### config.mk
export PLATFORM = sky130hd
export DESIGN_NAME = irq_cascade
export DESIGN_NICKNAME = d
export VERILOG_FILES = /design/src/rtl/irq_pkg.sv /design/src/rtl/irq_lowest.sv /design/src/rtl/irq_stage.sv /design/src/rtl/irq_cascade.sv
export SDC_FILE = /design/constraint.sdc
export NUM_CORES = 1
export LEC_CHECK = 0
export ABC_AREA = 1
export BUFFER_PORTS_ARGS = -buffer_cell sky130_fd_sc_hd__buf_2
export CORE_ASPECT_RATIO = 0.8
export CORE_MARGIN = 5
export CORE_UTILIZATION = 62
export DETAILED_ROUTE_END_ITERATION = 16
export PLACE_DENSITY = 0.85
export SYNTH_ARGS = -nofsm -noshare
export SYNTH_HDL_FRONTEND = slang
export SYNTH_HIERARCHICAL = 1
export SYNTH_SLANG_ARGS = --single-unit
### constraint.sdc
create_clock -name clk -period 6.3 [get_ports clk]
set_clock_uncertainty 0.15 [all_clocks]
set_input_delay 0.945 -clock clk [delete_from_list [all_inputs] [get_ports clk]]
set_output_delay 0.945 -clock clk [all_outputs]
set_load 0.05 [all_outputs]
### src/rtl/irq_pkg.sv
package irq_pkg;
  localparam int STAGE_LINES = 8;
  localparam int STAGE_IDW   = $clog2(STAGE_LINES);
  localparam int TOTAL_LINES = 2 * STAGE_LINES;
  localparam int LINE_IDW    = STAGE_IDW + 1;
  localparam int CAS_SLOT    = 2;
  localparam int REROUTE_SEC = 1;  // secondary input that also carries line 2
  typedef logic [LINE_IDW-1:0] line_id_t;
endpackage

### src/rtl/irq_lowest.sv
module irq_lowest #(
  parameter int N = 8,
  parameter int W = $clog2(N)
) (
  input  logic [N-1:0] vec,
  output logic [W-1:0] idx,
  output logic         vld
);
  always_comb begin
    idx = '0;
    vld = 1'b0;
    for (int i = N - 1; i >= 0; i--) begin
      if (vec[i]) begin
        idx = W'(i);
        vld = 1'b1;
      end
    end
  end
endmodule

### src/rtl/irq_stage.sv
module irq_stage #(
  parameter int N        = 8,
  parameter int W        = $clog2(N),
  parameter bit CAS_EN   = 1'b0,
  parameter int CAS_SLOT = 2
) (
  input  logic         clk,
  input  logic         rst,
  input  logic [N-1:0] req_in,
  input  logic         mask_we,
  input  logic [N-1:0] mask_wdata,
  input  logic         take,
  input  logic         clr_en,
  input  logic         clr_hold,
  output logic         int_req,
  output logic [W-1:0] win_idx,
  output logic [N-1:0] isr,
  output logic [W-1:0] top_idx,
  output logic         isr_any
);
  logic [N-1:0] mask_q;
  logic [N-1:0] pend;
  logic [N-1:0] elig;
  logic [N-1:0] isr_nxt;

  assign pend = req_in & ~mask_q;

  irq_lowest #(.N(N), .W(W)) u_top (.vec(isr),  .idx(top_idx), .vld(isr_any));
  irq_lowest #(.N(N), .W(W)) u_win (.vec(elig), .idx(win_idx), .vld(int_req));

  // A line is eligible when it outranks everything in service; the cascade
  // slot may re-enter itself so the secondary can nest below it.
  for (genvar i = 0; i < N; i++) begin : g_elig
    if (CAS_EN && i == CAS_SLOT) begin : g_cas
      assign elig[i] = pend[i] &&
        (!isr_any || (W'(i) < top_idx) || (top_idx == W'(i)));
    end else begin : g_plain
      assign elig[i] = pend[i] && (!isr_any || (W'(i) < top_idx));
    end
  end

  always_comb begin
    isr_nxt = isr;
    if (clr_en && isr_any && !clr_hold) isr_nxt[top_idx] = 1'b0;
    if (take && int_req)                isr_nxt[win_idx] = 1'b1;
  end

  always_ff @(posedge clk) begin
    if (rst) begin
      mask_q <= '1;
      isr    <= '0;
    end else begin
      if (mask_we) mask_q <= mask_wdata;
      isr <= isr_nxt;
    end
  end

  a_r1_mask_reset: assert property (@(posedge clk) disable iff (rst)
    $past(rst) |-> (mask_q == '1 && isr == '0));
  a_r6_set_only_on_take: assert property (@(posedge clk) disable iff (rst)
    !take |=> ((isr & ~$past(isr)) == '0));
  a_r8_one_clear: assert property (@(posedge clk) disable iff (rst)
    clr_en |=> ($countones($past(isr) & ~isr) <= 1));
endmodule

### src/rtl/irq_cascade.sv
module irq_cascade
  import irq_pkg::*;
(
  input  logic                   clk,
  input  logic                   rst,
  input  logic [TOTAL_LINES-1:0] irq_lines,
  input  logic                   mask_we,
  input  logic                   mask_sel,
  input  logic [STAGE_LINES-1:0] mask_wdata,
  input  logic                   ack,
  input  logic                   eoi,
  output logic                   cpu_int,
  output logic                   ack_hit,
  output logic [LINE_IDW-1:0]    ack_id
);
  localparam logic [STAGE_IDW-1:0] SLOT = STAGE_IDW'(CAS_SLOT);

  logic [TOTAL_LINES-1:0] irq_q;
  logic [STAGE_LINES-1:0] p_req, s_req, p_isr, s_isr;
  logic [STAGE_IDW-1:0]   p_win, s_win, p_top, s_top;
  logic                   p_int, s_int, p_isr_any, s_isr_any;
  logic                   s_multi, s_take, s_clr;

  always_ff @(posedge clk) begin
    if (rst) irq_q <= '0;
    else     irq_q <= irq_lines;
  end

  // Secondary inputs: lines 8..15, with line 2 folded onto line 9.
  always_comb begin
    s_req = irq_q[TOTAL_LINES-1:STAGE_LINES];
    s_req[REROUTE_SEC] = s_req[REROUTE_SEC] | irq_q[CAS_SLOT];
    p_req = irq_q[STAGE_LINES-1:0];
    p_req[CAS_SLOT] = s_int;
  end

  assign s_multi = (s_isr & (s_isr - 1'b1)) != '0;
  assign s_take  = ack && p_int && (p_win == SLOT);
  assign s_clr   = eoi && p_isr_any && (p_top == SLOT);

  irq_stage #(.N(STAGE_LINES), .W(STAGE_IDW), .CAS_EN(1'b1), .CAS_SLOT(CAS_SLOT)) u_pri (
    .clk(clk), .rst(rst), .req_in(p_req),
    .mask_we(mask_we && !mask_sel), .mask_wdata(mask_wdata),
    .take(ack), .clr_en(eoi), .clr_hold((p_top == SLOT) && s_multi),
    .int_req(p_int), .win_idx(p_win), .isr(p_isr),
    .top_idx(p_top), .isr_any(p_isr_any)
  );

  irq_stage #(.N(STAGE_LINES), .W(STAGE_IDW), .CAS_EN(1'b0), .CAS_SLOT(CAS_SLOT)) u_sec (
    .clk(clk), .rst(rst), .req_in(s_req),
    .mask_we(mask_we && mask_sel), .mask_wdata(mask_wdata),
    .take(s_take), .clr_en(s_clr), .clr_hold(1'b0),
    .int_req(s_int), .win_idx(s_win), .isr(s_isr),
    .top_idx(s_top), .isr_any(s_isr_any)
  );

  assign cpu_int = p_int;

  always_ff @(posedge clk) begin
    if (rst) begin
      ack_hit <= 1'b0;
      ack_id  <= '0;
    end else begin
      ack_hit <= ack && p_int;
      if (ack && p_int)
        ack_id <= (p_win == SLOT) ? {1'b1, s_win} : {1'b0, p_win};
    end
  end

  a_r5_never_two: assert property (@(posedge clk) disable iff (rst)
    ack_hit |-> (ack_id != LINE_IDW'(CAS_SLOT)));
  a_r4_hit_after_int: assert property (@(posedge clk) disable iff (rst)
    ack_hit |-> $past(cpu_int));
  a_r9_slot_held: assert property (@(posedge clk) disable iff (rst)
    s_isr_any |-> ((p_isr & (STAGE_LINES'(1) << CAS_SLOT)) != '0));
  a_r8_sec_cleared: assert property (@(posedge clk) disable iff (rst)
    (s_clr && s_isr_any) |=> !s_isr[$past(s_top)]);
endmodule

======== Yosys cells after proc, flatten, opt, wreduce, memory -nomap -nowiden ========
Cells that the tools add are included.
storage, ports and cells
  bits in writable memories ............... 0
  memory bits (read-only) ................. 0
  register bits ........................... 53
  output and inout port bits .............. 6
  memories ................................ 0
  input port bits ......................... 30
  latch bits .............................. 0
cells by class
  divide/modulo/power cells ............... 0
  reduce and logical (&&, ||, !) cells .... 52
  order comparisons ....................... 24
  multiplexer cells ....................... 77
  equality and inequality tests ........... 2
  shifts and indexed selects .............. 0
  add/subtract/negate cells ............... 1
  bitwise gates (word level) .............. 12
  multipliers ............................. 0
operator list
  kind                   count
  $mux W3                32
  $and A8 B8 Y8          5
  $mux W1                36
  $mux W8                4
  $not A8 Y8             4
  $logic_and A1 B1 Y1    30
  $lt A3 B3 Y1 const A   8
  $logic_or A1 B1 Y1     17
  $lt A3 B4 Y1 const B   4
  $or A8 B8 Y8           2
  $demux W1 S3           4
  $ge A3 B1 Y1 const B   4
  $lt A1 B3 Y1 const A   4
  $lt A2 B3 Y1 const A   4
  $reduce_bool A8 Y1     1
  $sub A8 B1 Y8 const B  1
  $eq A3 B2 Y1 const B   2
  $logic_not A1 Y1       4
  $mux W4                1
  $or A1 B1 Y1           1

======== Depth between registers and ports, before layout ========
Gate-level depths: netlist of the first run.
  word-level depth ........................ 35
  mapped depth ............................ 28

======== By module ========
The synthesis of the first run kept the hierarchy.
modules (own cells, without submodules)
  module              instances  area each (µm²)  cells an instance  sequential area each (µm²)
  irq_cascade         1          795.8            111                420.4
  irq_stage at u_sec  1          773.2            117                320.3
  irq_stage at u_pri  1          768.2            116                320.3
  irq_lowest          4          98.8             22                 0.0

======== Least setup slack after synthesis of the first run ========
OpenSTA, ideal clock, no wires.
  path kind ............................... register -> output
  start ................................... register u_sec.isr[5]
  end ..................................... output port cpu_int
  cell stages (with the launch flop) ...... 19
  arrival time ............................ 2.334 ns
  buffers on the path ..................... 0
  data required time ...................... 5.205 ns
  path slack .............................. 2.871 ns
  path through ............................ dfxtp_1 -> inv_1 -> nand2_1 -> nand2_1 -> nand2_1 -> nand2_1 -> a21oi_1 -> inv_1 -> nor2_1 -> o21ai_0 -> nor2_1 -> or2_1 -> nor3_2 -> nand2_1 -> nor3b_1 -> inv_1 -> nand4_1 -> inv_1 -> nand2_1
on the way
  elaborated cells on any way between the ends .. 50
  classes of those cells .................. order compare: 8; mux: 23; bitwise: 1; reduce/logical: 18
RTL lines
  what                      line               text
  start: declaration        irq_stage.sv:17    output logic [N-1:0] isr,
  start signal: assignment  irq_stage.sv:54    isr <= isr_nxt;
  $mux W3 (6 in a row)      irq_lowest.sv:13   if (vec[i]) begin
  net s_top[0]              irq_cascade.sv:20  logic [STAGE_IDW-1:0] p_win, s_win, p_top, s_top;
  $lt A3 B3 Y1              irq_stage.sv:38    assign elig[i] = pend[i] && (!isr_any || (W'(i) < top_idx));
  $logic_or A1 B1 Y1        irq_stage.sv:38
  $logic_and A1 B1 Y1       irq_stage.sv:38
  net u_sec.elig[6]         irq_stage.sv:23    logic [N-1:0] elig;
  $mux W1 (7 in a row)      irq_lowest.sv:13
  net s_int                 irq_cascade.sv:21  logic p_int, s_int, p_isr_any, s_isr_any;
  $and A8 B8 Y8             irq_stage.sv:26    assign pend = req_in & ~mask_q;
  $logic_and A1 B1 Y1       irq_stage.sv:35    assign elig[i] = pend[i] &&
  net u_pri.elig[2]         irq_stage.sv:23
  $mux W1 (3 in a row)      irq_lowest.sv:13
  end: declaration          irq_cascade.sv:12  output logic cpu_int,
The timed path passes the listed nets, and every way through them passes these cells.

======== Worst setup path in the final report of the first run ========
Same ends and word-level chain as after synthesis.

==> metrics.md, run 1 <==
| Metric | Value |
|---|---|
| Sw frac | `0.2944` |
| Die Width | `84.23 µm` |
| Num ports | `36` |
| Clock sink total | `53` |
| First-pass GRT wire length | `10,700 µm` |
| Hpwl dp | `around 4600 µm` |
| Clock share of power | `0.296` |
| GRT overflow | `0` |
| Comb pwr share | `0.171` |
| Final nets | `498` |
| Worst Hold Class | `flop to flop` |
| CTS buffer count | `5` |
| Placer congestion estimate | `roughly 0.97` |
| FMAX | `236.0 MHz` |
| Post-Syn Area | `2733 µm²` |
| Startpoint Class | `flop` |
| Hold Startpoint | `u_sec/mask_q[4]` |
| Finish-stage setup viols | `0` |
| Die area | `5844 µm²` |
| Starting Density | `0.6460` |
| Mapped Cells | `432` |
| Slowest CP cell | `dfxtp_1` |
| Root Buffer | `clkbuf_8` |
| Die H | `69.38 µm` |
| Ys Warns | `6` |
| Layout cells sized above 1 | `0.1237` |
| Layout fillers | `365` |
| Largest net degree at the start of global routing | `41` |
| Post-cts sizing count | `0` |
| Worst r2r src | `u_sec/isr[5]` |
| Crit share post-route | `0.6726` |
| Core box area | `4230 µm²` |
| Final Core Density | `0.7199` |
| Syn_nets | `462` |
| Area of the multi-input gates | `1320 µm²` |
| CTS H-tree depth | `2` |
| Post-synth top flop | `dfxtp_1` |
| Post-synth top cells | `nand2_1, inv_1, nor2_1, dfxtp_1, a21oi_1` |
| Initial antenna violation count | `0` |
| Cell Pwr Density | `221.6 nW/µm²` |
| Drt pass-1 iters | `7` |
| Drt total wl | `between 6000 and 7000 µm` |
| Final Hold Viols | `0` |
| Clock-pin slew on the worst setup and hold paths | `0.09 ns` |
| CTS max path bufs | `2` |
| Worst endpoint required time | `5.20 ns` |
| Crit path launch | `u_sec/isr[5]` |
| Final ANT Viol Nets | `0` |
| Area share of the largest cell type after synthesis | `0.3883` |
| Crit-path cells | `inv_1 -> nand2_1 -> nand2_1 -> nand2_1 -> nand2_1 -> a21oi_1 -> inv_1 -> nor2_1 -> o21ai_0 -> nor2_1 -> or2_1 -> nor3_2 -> nand2_1 -> nor3b_1 -> inv_1 -> nand4_1 -> inv_1 -> nand2_1 -> buf_2` |
| Int Pwr | `0.4761 mW` |
| Drt initial violations | `197` |
| Syn avg cell area | `6.326 µm²` |
| Drt drc | `0` |
| Setup TNS | `0 ns` |
| Peak supply drop | `~0.00017 V` |
| Max cap viols | `0` |
| Biggest area consumer among synthesized cells | `dfxtp_1` |
| # diodes | `0` |
| P&R area growth vs syn | `11.45%` |
| Slew headroom | `0.5167` |
| #FFs+latches synth | `53` |
| Sequential fraction of the synthesis area | `0.3883` |
| TritonCTS clock tree | `built` |
| Clock latency at the later pin of the worst-skew pair | `0.30 ns` |
| Post-synth EDFFs | `0` |
| Status | `finished, final reports clean` |
| Synth area leaders | `dfxtp_1, nand2_1, inv_1` |
| Leak | `1.488 nW` |
| Critical path peak fanout | `6` |
| Cell mode on critical path | `nand2_1` |
| Seq pwr share | `0.532` |
| Max-slew violation count | `0` |
| Buffers on Ports | `35` |
| Critical Path AT | `between 3 and 4 ns` |
| Sequential Area | `1061 µm²` |
| Top-count cell post-synth | `nand2_1` |
| Clock period minus worst slack | `about 4.2 ns` |
| Reg2Reg Setup Slack | `2.39 ns` |
| Overall Power | `0.6748 mW` |
| Sw power | `between 0.15 and 0.2 mW` |
| Via Count | `2,698` |
| Drt wl/cell | `11.88 µm` |
| Slowest stage delay, CP | `0.44 ns` |
| Critical Path End Type | `primary output` |
| Netlist cell types | `25` |
| Post-synth ARST share | `0` |
| Vias in the first global route | `2,430` |
| DR vias/cell | `around 5` |
| Crit Path Category | `flop to primary output` |
| # rows | `21` |
| GR Util All Layers | `0.2169` |
| Postcts setup bufs | `0` |
| RSZ-0062 raised after global routing | `no` |
| Worst slew pin tran | `0.7249 ns` |
| CTS Hold Bufs | `0` |
## path summary, 6_finish.rpt
path	depth (start not counted)	endpoint
worst min-delay path	2	u_sec/mask_q[4]
worst min register to register	2	u_sec/mask_q[4]
worst max-delay path	19	cpu_int
worst max register to register	24	u_sec/isr[5]
## placed cells by master, fill, tap and decap left out
cell | netlist | final
dfxtp_1 | 53 | 53
nand3_1 | 23 | 23
o211ai_1 | 1 | 1
or2_1 | 5 | 5
nor3b_1 | 4 | 4
o21ai_0 | 6 | 6
clkbuf_8 | 0 | 6
or2_2 | 1 | 1
a211oi_1 | 2 | 2
clkinvlp_4 | 0 | 1
conb_1 | 1 | 1
a21oi_1 | 27 | 27
a31oi_1 | 4 | 4
nor3_1 | 2 | 2
inv_6 | 0 | 1
nor2_2 | 1 | 1
nand4_1 | 20 | 20
nor3_2 | 4 | 4
nand2_2 | 4 | 4
inv_2 | 3 | 3
nand2_1 | 123 | 123
nor2_4 | 2 | 2
inv_1 | 82 | 82
buf_2 | 5 | 35
nand3b_1 | 2 | 2
or3b_1 | 1 | 1
nor2_1 | 55 | 55
## registers in the layout (all words and copies together) (netlist names)
register and cells:
ack_id 4, u_pri/isr 8, irq_q 16, u_sec/mask_q 8, u_sec/isr 8, ack_hit 1, u_pri/mask_q 8
## per-layer routing
| layer | track usage | vias up | routed length [µm] |
|---|---|---|---|
| met5 | 0 | - | 0 |
| met4 | 0.06071 | 0 | 45 |
| met3 | 0.05107 | 6 | 512 |
| met2 | 0.3187 | 114 | 2593 |
| met1 | 0.3153 | 1173 | 3097 |
| li1 | - | 1405 | - |
## power by group through the flow
| stage | registers [mW] | clock network [mW] | logic (mW) |
|---|---|---|---|
| global route | 0.361 | 0.222 | 0.130 |
| global placement | 0.367 | 0 | 0.111 |
| finish | 0.359 | 0.200 | 0.116 |
| CTS | 0.359 | 0.206 | 0.114 |
| detailed placement | 0.367 | 0 | 0.113 |
| floorplan | 0.375 | 0 | 0.0745 |
## worst max-delay path: cells and delay by family (launching register included)
| kind | cells | cell delay [ns] |
|---|---|---|
| AND/OR/NAND/NOR | 12 | 1.26 |
| buffers and inverters | 5 | 0.68 |
| AO/OA/AOI/OAI | 2 | 0.48 |
| flip-flops | 1 | 0.44 |
## cells by family after synthesis
family | count (synthesis) | synth area share
AND/OR/NAND/NOR | 247 | 0.4038
buffers and inverters | 91 | 0.1287
AO/OA/AOI/OAI | 40 | 0.07784
flip-flops | 53 | 0.3883
other | 1 | 0.001372
## per-stage QoR
| step | setup WS (ns) | instances | hold slack [ns] | area [µm²] |
|---|---|---|---|---|
| finish | 2.062 | 526 | 0.3181 | 3045 |
| floorplan | 2.871 | 432 | 0.2700 | 2733 |
| global route | 1.690 | 526 | 0.3371 | 3045 |
| global placement | 2.725 | 518 | 0.2924 | 2947 |
| CTS | 2.139 | 526 | 0.3167 | 3045 |
| detailed placement | 2.509 | 518 | 0.2921 | 2947 |
## cell type report
| cell class | count | area share |
|---|---|---|
| Clock buffer | 6 | 0.02712 |
| Clock inverter | 2 | 0.005341 |
| Inverter | 85 | 0.1048 |
| Multi-Input combinational cell | 288 | 0.4334 |
| Sequential cell | 53 | 0.3484 |
| Tap cell | 57 | 0.02342 |
| Timing Repair Buffer | 35 | 0.05752 |
No activity file was read; power rests on OpenSTA's default activity.
==> inputs of run 2 (changes only) <==
- CORE_UTILIZATION: 62 -> 52
- PLACE_DENSITY: 0.85 -> 0.76
- clock period: 6.3 -> 3.7 ns (I/O delays scaled with it)
==> run 2 against run 1 <==
Clock-buffer cell count is the same. Sequential cell count is the same. Critical path depth shrank 3. Setup slack lost 2.0 ns. First-iteration DRC count grew 26%. Power grew 74%. Non-clock buffer count grew 7. Combinational power grew 83%. Highest routed layer unchanged.
==> metrics.md, run 2 (synthesized netlist as in run 1, its figures left out) <==
| Metric | Value |
|---|---|
| Placer congestion estimate | `0.8429` |
| Worst slew pin tran | `approximately 0.72 ns` |
| Critical Path End Type | `primary output` |
| Drt total wl | `6458 µm` |
| CTS H-tree depth | `2` |
| Finish-stage setup viols | `0` |
| Final Hold Viols | `0` |
| GRT overflow | `0` |
| Core box area | `5065 µm²` |
| Die H | `about 75 µm` |
| Hpwl dp | `roughly 5000 µm` |
| Layout cells sized above 1 | `0.1702` |
| TritonCTS clock tree | `built` |
| Final nets | `505` |
| Peak supply drop | `0.0002674 V` |
| Root Buffer | `clkbuf_8` |
| P&R area growth vs syn | `15.93%` |
| Largest register by flop count | `irq_q` |
| GR Util All Layers | `0.1992` |
| Reg2Reg Setup Slack | `0.32 ns` |
| CTS Hold Bufs | `0` |
| # diodes | `0` |
| Clock-pin slew on the worst setup and hold paths | `roughly 0.1 ns` |
| Max reg flops | `16` |
| Die area | `between 6000 and 7000 µm²` |
| Final Non-Filler Cells | `between 500 and 600` |
| Die Width | `91.05 µm` |
| FMAX | `~280 MHz` |
| Startpoint Class | `flop` |
| Drt wl/cell | `12.00 µm` |
| Via Count | `2,717` |
| Crit path launch | `u_sec/isr[7]` |
| Worst r2r path cells | `23` |
| Critical Path AT | `2.90 ns` |
| Worst Hold Class | `primary input to flop` |
| # rows | `23` |
| Commonest non-fill, non-tap cell in the layout | `nand2_1` |
| Clock latency at the later pin of the worst-skew pair | `~0.30 ns` |
| Most frequent cells in the layout | `nand2_1, inv_1, nor2_1` |
| Drt pass-1 iters | `5` |
| Initial antenna violation count | `0` |
| Max cap viols | `0` |
| Worst r2r src | `u_sec/isr[7]` |
| Slew headroom | `0.5189` |
| Worst endpoint required time | `2.99 ns` |
| Critical path peak fanout | `5` |
| Starting Density | `0.5395` |
| Min Hold Slack | `0.2907 ns` |
| Max-slew violation count | `0` |
| Setup TNS | `0 ns` |
| Drt drc | `0` |
| First-pass GRT wire length | `11,050 µm` |
| Crit Path Category | `flop to primary output` |
| DR vias/cell | `5.050` |
| Overall Power | `1.174 mW` |
| CP Capture Point | `cpu_int` |
| Drt initial violations | `248` |
| Clock period minus worst slack | `3.605 ns` |
| CTS buffer count | `5` |
| Buffers on Ports | `35` |
| Largest net degree at the start of global routing | `41` |
| Status | `finished, final reports clean` |
| Cell Pwr Density | `between 300 and 400 nW/µm²` |
| CTS max path bufs | `2` |
| Crit share post-route | `0.9742` |
| Final Core Density | `0.6255` |
| Clock sink total | `53` |
| Leak | `roughly 1.5 nW` |
| Vias in the first global route | `2,448` |
| Final ANT Viol Nets | `0` |
| Placed instance count | `526` |
| Reg2reg end | `u_sec/isr[5]` |
| Num ports | `36` |
[run 2: critical path: stages (launching register included)]
cell,delay (ns)
dfxtp_2,0.35
or2_1,0.25
nor3_2,0.25
nor2_2,0.10
nand2_2,0.09
nor2_1,0.06
o21ai_1,0.14
nor2_1,0.06
or2_1,0.24
nor3_2,0.22
nand2_1,0.10
nor3b_2,0.16
inv_1,0.10
nand4_1,0.12
inv_1,0.09
nand2_2,0.08
buf_8,0.17
[run 2: cell type report]
| type | count | area (µm²) |
|---|---|---|
| Sequential cell | 53 | 1069 |
| Fill cell | 498 | 1897 |
| Tap cell | 62 | 77.57 |
| Timing Repair Buffer | 42 | 237.7 |
| Clock buffer | 6 | 82.58 |
| Multi-Input combinational cell | 288 | 1366 |
| Clock inverter | 2 | 16.27 |
| Inverter | 85 | 319.1 |
[run 2: what timing repair did]
| action | CTS | global route |
|---|---|---|
| buffers inserted | 0 | 4 |
| setup endpoints to repair | 1 | 9 |
| pin swaps | 0 | 7 |
| endpoints found under the hold margin | 0 | 0 |
| resized for setup | 1 | 22 |
[run 2: where the power goes]
group | switching [mW] | internal, mW | leakage, nW
logic | 0.141 | 0.0710 | 1.04
registers | 0.0131 | 0.599 | 0.439
clock network | 0.196 | 0.154 | 0.0478
total | 0.350 | 0.824 | 1.53
[run 2: per-layer routing]
metal	GRT usage	up-vias	share of wire
met3	0.03996	7	0.060
met2	0.3040	77	0.42
met5	0	-	0
met4	0.04397	0	0.0087
li1	-	1422	-
met1	0.2928	1211	0.51
[run 2: through the flow]
| stage | area, µm² | worst slack, ns |
|---|---|---|
| 2_1_floorplan | 2733 | 0.3691 |
| 3_3_place_gp | 2975 | 0.2828 |
| 3_5_place_dp | 2975 | 0.2260 |
| 4_1_cts | 3078 | 0.04362 |
| 5_1_grt | 3168 | -0.04142 |
| 6_report | 3168 | 0.09545 |
[run 2: worst min path at each step]
stage	start	endpoint	slack (ns)	cells past startpoint
floorplan	u_pri/mask_q[4]	u_pri/mask_q[4]	0.27	2
global placement	u_pri/mask_q[4]	u_pri/mask_q[4]	0.29	2
detailed placement	u_pri/mask_q[7]	u_pri/mask_q[7]	0.29	2
CTS	irq_lines[3]	irq_q[3]	0.28	3
global route	irq_lines[5]	irq_q[5]	0.28	3
finish	irq_lines[3]	irq_q[3]	0.29	3
==> inputs of run 3 (changes only) <==
- CORE_UTILIZATION: 52 -> 45
- PLACE_DENSITY: 0.76 -> 0.67
==> run 3 against run 2 <==
Register-to-register slack gained 0.03 ns. Cell count grew 2.4%. Sequential share of layout area grew 0.11 points. Hold slack gained 0.0081 ns. Fmax grew 1.5%. Non-clock buffer count shrank 5. Wire length shrank 0.48%.
==> metrics.md, run 3 (synthesized netlist as in run 1, its figures left out) <==
| Metric | Value |
|---|---|
| Peak supply drop | `around 0.00017 V` |
| GR Util All Layers | `0.1721` |
| Hold depth | `3` |
| Crit Path Category | `flop to primary output` |
| CTS max path bufs | `2` |
| Hpwl dp | `4895 µm` |
| Starting Density | `0.4622` |
| Die Width | `97.13 µm` |
| First-pass GRT wire length | `10,920 µm` |
| Final Non-Filler Cells | `551` |
| Buffers on Ports | `35` |
| Post-layout instance area | `3139 µm²` |
| # rows | `25` |
| Drt total wl | `between 6000 and 7000 µm` |
| Status | `finished, final reports clean` |
| Final nets | `500` |
| Worst r2r src | `u_sec/isr[7]` |
| Critical Path End Type | `primary output` |
| Min Hold Slack | `0.2987 ns` |
| Placer congestion estimate | `0.8655` |
| Clock sink total | `53` |
| Worst slew pin tran | `0.7808 ns` |
| CTS H-tree depth | `2` |
| Final Hold Viols | `0` |
| Crit path launch | `u_sec/isr[7]` |
| Worst Hold Class | `primary input to flop` |
| Largest net degree at the start of global routing | `between 40 and 50` |
| Drt initial violations | `190` |
| Reg2Reg Setup Slack | `0.35 ns` |
| Via Count | `2,584` |
| TritonCTS clock tree | `built` |
| Crit share post-route | `0.9597` |
| Clock-pin slew on the worst setup and hold paths | `0.09 ns` |
| Slowest CP cell | `dfxtp_1` |
| Initial antenna violation count | `0` |
| Critical path buffer and inverter count | `3` |
| Placed instance count | `544` |
| Leak | `1.498 nW` |
| RSZ-0062 raised after global routing | `yes` |
| Clock period minus worst slack | `roughly 3.6 ns` |
| Largest register by flop count | `irq_q` |
| Slowest stage delay, CP | `0.36 ns` |
| Max reg flops | `16` |
| Root Buffer | `clkbuf_8` |
| Critical path peak fanout | `5` |
| Startpoint Class | `flop` |
| CTS buffer count | `5` |
| CP Capture Point | `cpu_int` |
| FMAX | `roughly 280 MHz` |
| # diodes | `0` |
| Drt drc | `0` |
| Post-Place Cell Area | `2992 µm²` |
| CP delay by family, top | `simple AND/OR/NAND/NOR gates` |
| Core box area | `5912 µm²` |
| Num ports | `36` |
| Finish-stage setup viols | `0` |
| Most frequent cells in the layout | `nand2_1, inv_1, nor2_1, dfxtp_1, buf_2` |
| Critical Path AT | `2.85 ns` |
| Worst endpoint required time | `2.99 ns` |
| Cell Pwr Density | `approximately 360 nW/µm²` |
| Worst r2r path cells | `23` |
| Drt pass-1 iters | `5` |
| Postcts setup bufs | `0` |
| CTS Hold Bufs | `0` |
| Die H | `79.70 µm` |
| Max cap viols | `0` |
| Slew headroom | `0.4795` |
| DR vias/cell | `4.690` |
| Reg2reg end | `u_sec/isr[6]` |
| Clock latency at the later pin of the worst-skew pair | `around 0.30 ns` |
| GRT overflow | `0` |
| Die area | `7741 µm²` |
| Stages on worst setup path | `16` |
| Max-slew violation count | `0` |
| Commonest non-fill, non-tap cell in the layout | `nand2_1` |
| Final ANT Viol Nets | `0` |
| Crit-path cells | `or2_4 -> nor3_4 -> nor2_2 -> nand2_2 -> nor2_1 -> o21ai_0 -> nor2_1 -> or2_1 -> nor3_2 -> nand2_1 -> nor3b_2 -> inv_1 -> nand4_1 -> inv_1 -> nand2_1 -> buf_6` |
| Drt wl/cell | `11.66 µm` |
| Setup TNS | `0 ns` |
| Layout cells sized above 1 | `0.1532` |
| P&R area growth vs syn | `14.88%` |
| Vias in the first global route | `2,441` |
[run 3: changes by cell type in the layout (fill, tap and decap cells not counted), sizes merged]
cell and change:
clkbuf -1, inv -1, clkinv +1, buf -5
[run 3: metal layers]
metal | vias to the layer above | share of wire | GRT usage | wire length (µm)
met5 | - | 0 | 0 | 0
met4 | 0 | 0.0058 | 0.04488 | 37
met3 | 4 | 0.070 | 0.03843 | 450
met2 | 69 | 0.40 | 0.2500 | 2561
met1 | 1098 | 0.53 | 0.2551 | 3377
li1 | 1413 | - | - | -
[run 3: layout make-up]
| cell class | instances | area (µm²) |
|---|---|---|
| multi-input cells | 288 | 1375 |
| clock inverters | 2 | 16.27 |
| inverters | 85 | 319.1 |
| clock buffers | 5 | 68.82 |
| well taps | 81 | 101.3 |
| flip-flops and latches | 53 | 1062 |
| fillers | 612 | 2773 |
| repair buffers | 37 | 196.4 |
[run 3: stage by stage]
stage / total power, mW / utilization / setup WS [ns]
6_report: 1.130 / 0.5310 / 0.1492
5_1_grt: 1.201 / 0.5310 / -0.05310
4_1_cts: 1.140 / 0.5204 / 0.02028
3_5_place_dp: 0.8222 / 0.5060 / 0.2797
3_3_place_gp: 0.8207 / 0.5060 / 0.3753
2_1_floorplan: 0.7646 / - / 0.3691
[run 3: worst min-delay path by stage]
stage                               start         endpoint
after floorplan           u_pri/mask_q[4]  u_pri/mask_q[4]
after global placement    u_sec/mask_q[4]  u_sec/mask_q[4]
after detailed placement  u_sec/mask_q[4]  u_sec/mask_q[4]
after CTS                    irq_lines[4]         irq_q[4]
after global routing         irq_lines[9]         irq_q[9]
final                        irq_lines[2]         irq_q[2]
[run 3: what timing repair did]
| action | in CTS | in global routing |
|---|---|---|
| gates resized for setup | 0 | 19 |
| hold endpoints to repair | 0 | 0 |
| setup endpoints to repair | 0 | 9 |
[run 3: power breakdown]
| part | internal, mW | leakage (nW) | total [mW] | switching, mW |
|---|---|---|---|---|
| clock network | 0.131 | 0.0402 | 0.316 | 0.185 |
| registers | 0.599 | 0.436 | 0.611 | 0.0127 |
| logic | 0.0644 | 1.02 | 0.203 | 0.139 |
| total | 0.794 | 1.50 | 1.13 | 0.337 |
[run 3: worst register-to-register path, delay by kind of cell (launching register included)]
family	cells	cell delay, ns
simple gates	17	2.21
buf+inv	4	0.27
flops	1	0.36
compound gates	2	0.23
